==> src/rtl/mctl_pkg.sv <==
package mctl_pkg;

    localparam int OP_W    = 6;
    localparam int CW_W    = 16;
    localparam int NUM_OPS = 1 << OP_W;
    localparam int RSVD_W  = CW_W - 11;

    typedef enum logic [1:0] {
        ALU_ADD   = 2'b00,
        ALU_SUB   = 2'b01,
        ALU_FUNCT = 2'b10
    } alu_cls_e;

    typedef enum logic [OP_W-1:0] {
        OPC_REG   = 6'b000000,
        OPC_BEQ   = 6'b000100,
        OPC_ADDI  = 6'b001000,
        OPC_UPPER = 6'b001111,
        OPC_LOAD  = 6'b100011,
        OPC_STORE = 6'b101011
    } opcode_e;

    typedef enum logic [2:0] {
        K_NONE,
        K_REG,
        K_LOAD,
        K_STORE,
        K_BRANCH,
        K_ADDIMM,
        K_UPPER
    } op_kind_e;

    // Packed MSB first: dst_rd lands on bit 0.
    typedef struct packed {
        logic [RSVD_W-1:0] rsvd;
        logic              imm_sext;
        logic              upper_sel;
        alu_cls_e          alu_cls;
        logic              branch;
        logic              mem_wr;
        logic              mem_rd;
        logic              reg_wr;
        logic              mem_to_reg;
        logic              alu_src_imm;
        logic              dst_rd;
    } ctrl_t;

    function automatic op_kind_e classify(input logic [OP_W-1:0] op);
        op_kind_e k;
        case (op)
            OPC_REG:   k = K_REG;
            OPC_LOAD:  k = K_LOAD;
            OPC_STORE: k = K_STORE;
            OPC_BEQ:   k = K_BRANCH;
            OPC_ADDI:  k = K_ADDIMM;
            OPC_UPPER: k = K_UPPER;
            default:   k = K_NONE;
        endcase
        return k;
    endfunction

    function automatic ctrl_t fields_for(input op_kind_e k);
        ctrl_t c;
        c = '0;
        c.alu_cls = ALU_ADD;
        case (k)
            K_REG: begin
                c.dst_rd  = 1'b1;
                c.reg_wr  = 1'b1;
                c.alu_cls = ALU_FUNCT;
            end
            K_LOAD: begin
                c.alu_src_imm = 1'b1;
                c.mem_to_reg  = 1'b1;
                c.reg_wr      = 1'b1;
                c.mem_rd      = 1'b1;
                c.imm_sext    = 1'b1;
            end
            K_STORE: begin
                c.alu_src_imm = 1'b1;
                c.mem_wr      = 1'b1;
                c.imm_sext    = 1'b1;
            end
            K_BRANCH: begin
                c.branch   = 1'b1;
                c.alu_cls  = ALU_SUB;
                c.imm_sext = 1'b1;
            end
            K_ADDIMM: begin
                c.alu_src_imm = 1'b1;
                c.reg_wr      = 1'b1;
                c.imm_sext    = 1'b1;
            end
            K_UPPER: begin
                c.reg_wr    = 1'b1;
                c.upper_sel = 1'b1;
            end
            default: c = '0;
        endcase
        return c;
    endfunction

endpackage

==> src/rtl/mctl_classify.sv <==
module mctl_classify
    import mctl_pkg::*;
(
    input  logic [OP_W-1:0] op_i,
    output op_kind_e        kind_o
);
    always_comb kind_o = classify(op_i);
endmodule

==> src/rtl/mctl_fields.sv <==
module mctl_fields
    import mctl_pkg::*;
(
    input  op_kind_e         kind_i,
    output logic [CW_W-1:0]  word_o
);
    ctrl_t c;
    always_comb begin
        c      = fields_for(kind_i);
        word_o = c;
    end
endmodule

==> src/rtl/mctl_rom.sv <==
module mctl_rom
    import mctl_pkg::*;
(
    input  logic [OP_W-1:0] op_i,
    output logic [CW_W-1:0] word_o
);
    logic [CW_W-1:0] table_q [NUM_OPS];

    for (genvar i = 0; i < NUM_OPS; i++) begin : g_entry
        assign table_q[i] = fields_for(classify(OP_W'(i)));
    end

    assign word_o = table_q[op_i];
endmodule

==> src/rtl/mctl_main_decoder.sv <==
module mctl_main_decoder
    import mctl_pkg::*;
#(
    parameter bit USE_TABLE = 1'b0
) (
    input  logic [5:0]  op_i,
    output logic [15:0] ctrl_o
);
    if (USE_TABLE) begin : g_table
        mctl_rom u_rom (
            .op_i   (op_i),
            .word_o (ctrl_o)
        );
    end else begin : g_min
        op_kind_e kind;
        mctl_classify u_cls (
            .op_i   (op_i),
            .kind_o (kind)
        );
        mctl_fields u_fld (
            .kind_i (kind),
            .word_o (ctrl_o)
        );
    end
endmodule

==> config.mk <==
export PLATFORM = sky130hd
export DESIGN_NAME = mctl_main_decoder
export DESIGN_NICKNAME = d
export VERILOG_FILES = /design/src/rtl/mctl_pkg.sv /design/src/rtl/mctl_classify.sv /design/src/rtl/mctl_fields.sv /design/src/rtl/mctl_rom.sv /design/src/rtl/mctl_main_decoder.sv
export SDC_FILE = /design/constraint.sdc
export NUM_CORES = 1
export LEC_CHECK = 0
export BUFFER_PORTS_ARGS = -buffer_cell sky130_fd_sc_hd__buf_4
export CAP_MARGIN = 20
export CORE_AREA = 2 2 39 41
export DETAILED_ROUTE_END_ITERATION = 6
export DIE_AREA = 0 0 41 43
export GPL_TIMING_DRIVEN = 0
export SLEW_MARGIN = 30
export SYNTH_ARGS = -nofsm -noshare
export SYNTH_HDL_FRONTEND = slang
export SYNTH_SLANG_ARGS = --single-unit
==> constraint.sdc <==
create_clock -name vclk -period 3.2
set_input_delay 0 -clock vclk [all_inputs]
set_output_delay 0 -clock vclk [all_outputs]
set_load 0.1 [all_outputs]
==> impl_metrics.toml <==
[power]
power.leakage_uw = 0.0002174
peakVddDrop_mv = 0.07628
cellPowerDensity_mw_per_mm2 = 188.3

[die]
die_area_mm2 = 0.001763
initial_core_util_pct = 20.80
placement_rows = 14
io-pin-count = 22
die_x_um = 41
die_height_um = 43
core_mm2 = 0.001384

[critical_path]
worst-path-max-fanout = 10
worstPathRequired_ns = 3.20
arrival_ns = 2.01
end_kind = "output port"
critPathKind = "in2out"
start_kind = "input port"

[finish]
drive_above_1_share_pct = 43.08
layout.nets = 74
utilization_pct = 33.27
antennaDiodeCount = 0
register_area_um2 = 0
nFlopsAndLatches = 0
num-clock-buffers = 0
final_area_um2 = 460.4
layout_common_cells = "buf_4 (23), conb_1 (5), inv_1 (4)"
final_cells = 81
syn2layout_area_growth_pct = 60.00
final_common_cell = "buf_4"

[sta]
finalSetupViolations = 0
rsz0062_at_grt = "no"
maxSlewViolCount = 0
fin_crit_sh_pct = 62.95
fmax_mhz = 496.5
fin_crit_ns = 2.014
fin_setup_tns_ns = 0
hold_viol = 0

[routing]
drt_iter0_markers = 12
viasPerCell = 4.765
via_count = 386
first_pass_iters = 4
final_antenna_net_count = 0
detail_route.wl_per_cell_um = 9.679
route.detailed.drc = 0
drt-total-wl_um = 784

[job]
drv_cap = 0

[placed_design]
place_area_um2 = 460.4
placed_cells_incl_taps = 81
portBuffers = 16
gp_congestion = 0.7748
hpwl_um = 631.3

[clock_tree]
cts_resized = 0
postCtsSetupRepairBufs = 0
cts_hold_buffers = 0

[grt]
grt_pass1_wl_um = 1228
grt_pass1_vias = 281
overflow = 0
track_usage_pct = 9.191
grt_max_degree = 11
antenna_found_initial = 0

[worst_hold_path]
min_path_type = "in2out"

[yosys]
syn_avg_cell_area_um2 = 6.395
ys_top_cells_by_area = "buf_4 (18%), nor3_1 (7.0%), a22o_1 (6.1%)"
yosys.area.top_type = "buf_4"
netlist_area_um2 = 287.8
synth_top_area_share_pct = 18.26
netlist_instances = 45
yosysSeqAreaShare_pct = 0
yosysWarnings = 0
synth_cell_types = 24

[run_status]
status = "finished clean"
## metrics by stage
stage	hold WS [ns]	power (uW)	setup WS (ns)
final	0.5079	86.71	1.186
after global routing	0.5550	91.26	1.016
after CTS	0.5094	86.69	1.156
after detailed placement	0.5066	86.64	1.166
after global placement	0.5073	86.07	1.173
after floorplan	0.3137	71.60	0.01465
## Yosys cell counts
master / n
nor3_1: 4
nor4_1: 2
a22o_1: 2
o22ai_1: 2
o31a_1: 1
nor2_1: 2
inv_1: 4
nand2b_1: 1
conb_1: 1
a211oi_2: 1
ha_1: 1
nand2_1: 2
a21oi_1: 2
or4_4: 1
buf_4: 7
o21ai_0: 1
o41ai_1: 1
nand3b_1: 2
a221oi_1: 1
or4_1: 1
buf_1: 2
a211oi_1: 2
nand4_1: 1
clkbuf_1: 1
## cell type report
class              instances  area (um2)
repair buffers            16       120.1
plain buffers             10       63.81
well taps                 16       20.02
inverters                  4       15.01
fillers                  164       923.4
multi-input cells         35       241.5
## logic make-up after synthesis
logic type      share of synthesized area (%)
compound gates                          34.35
fa+ha+maj                               4.347
other cells                             1.303
simple gates                            32.61
buf+inv                                 27.39
## critical path, stage by stage
cell and delay [ns]:
buf_4 0.10, buf_1 0.36, nand4_1 0.15, o31a_1 0.12
nor3_1 0.13, ha_1 0.26, inv_1 0.11, a22o_1 0.22
a221oi_2 0.22, buf_4 0.33
## layer usage
layer | wire length, um | up-vias | share of wire [%] | track usage [%]
met3 | 68 | 0 | 8.7 | 0
li1 | - | 197 | - | -
met2 | 365 | 16 | 47 | 15.00
met4 | 0 | 0 | 0 | 0
met5 | 0 | - | 0 | 0
met1 | 350 | 173 | 45 | 13.92
## report_power, final
group / internal (uW) / switching [uW] / total, uW / leakage, uW
sequential: 0 / 0 / 0 / 0
clock: 0 / 0 / 0 / 0
combinational: 20.5 / 66.2 / 86.7 / 0.000217
total: 20.5 / 66.2 / 86.7 / 0.000217
## worst paths after layout
check,endpoint,start,slack [ns],depth (start not counted)
setup / recovery,ctrl_o[1],op_i[3],1.19,10
hold / removal,ctrl_o[9],op_i[3],0.51,4
Note: power is estimated with default switching activity, not from simulation.
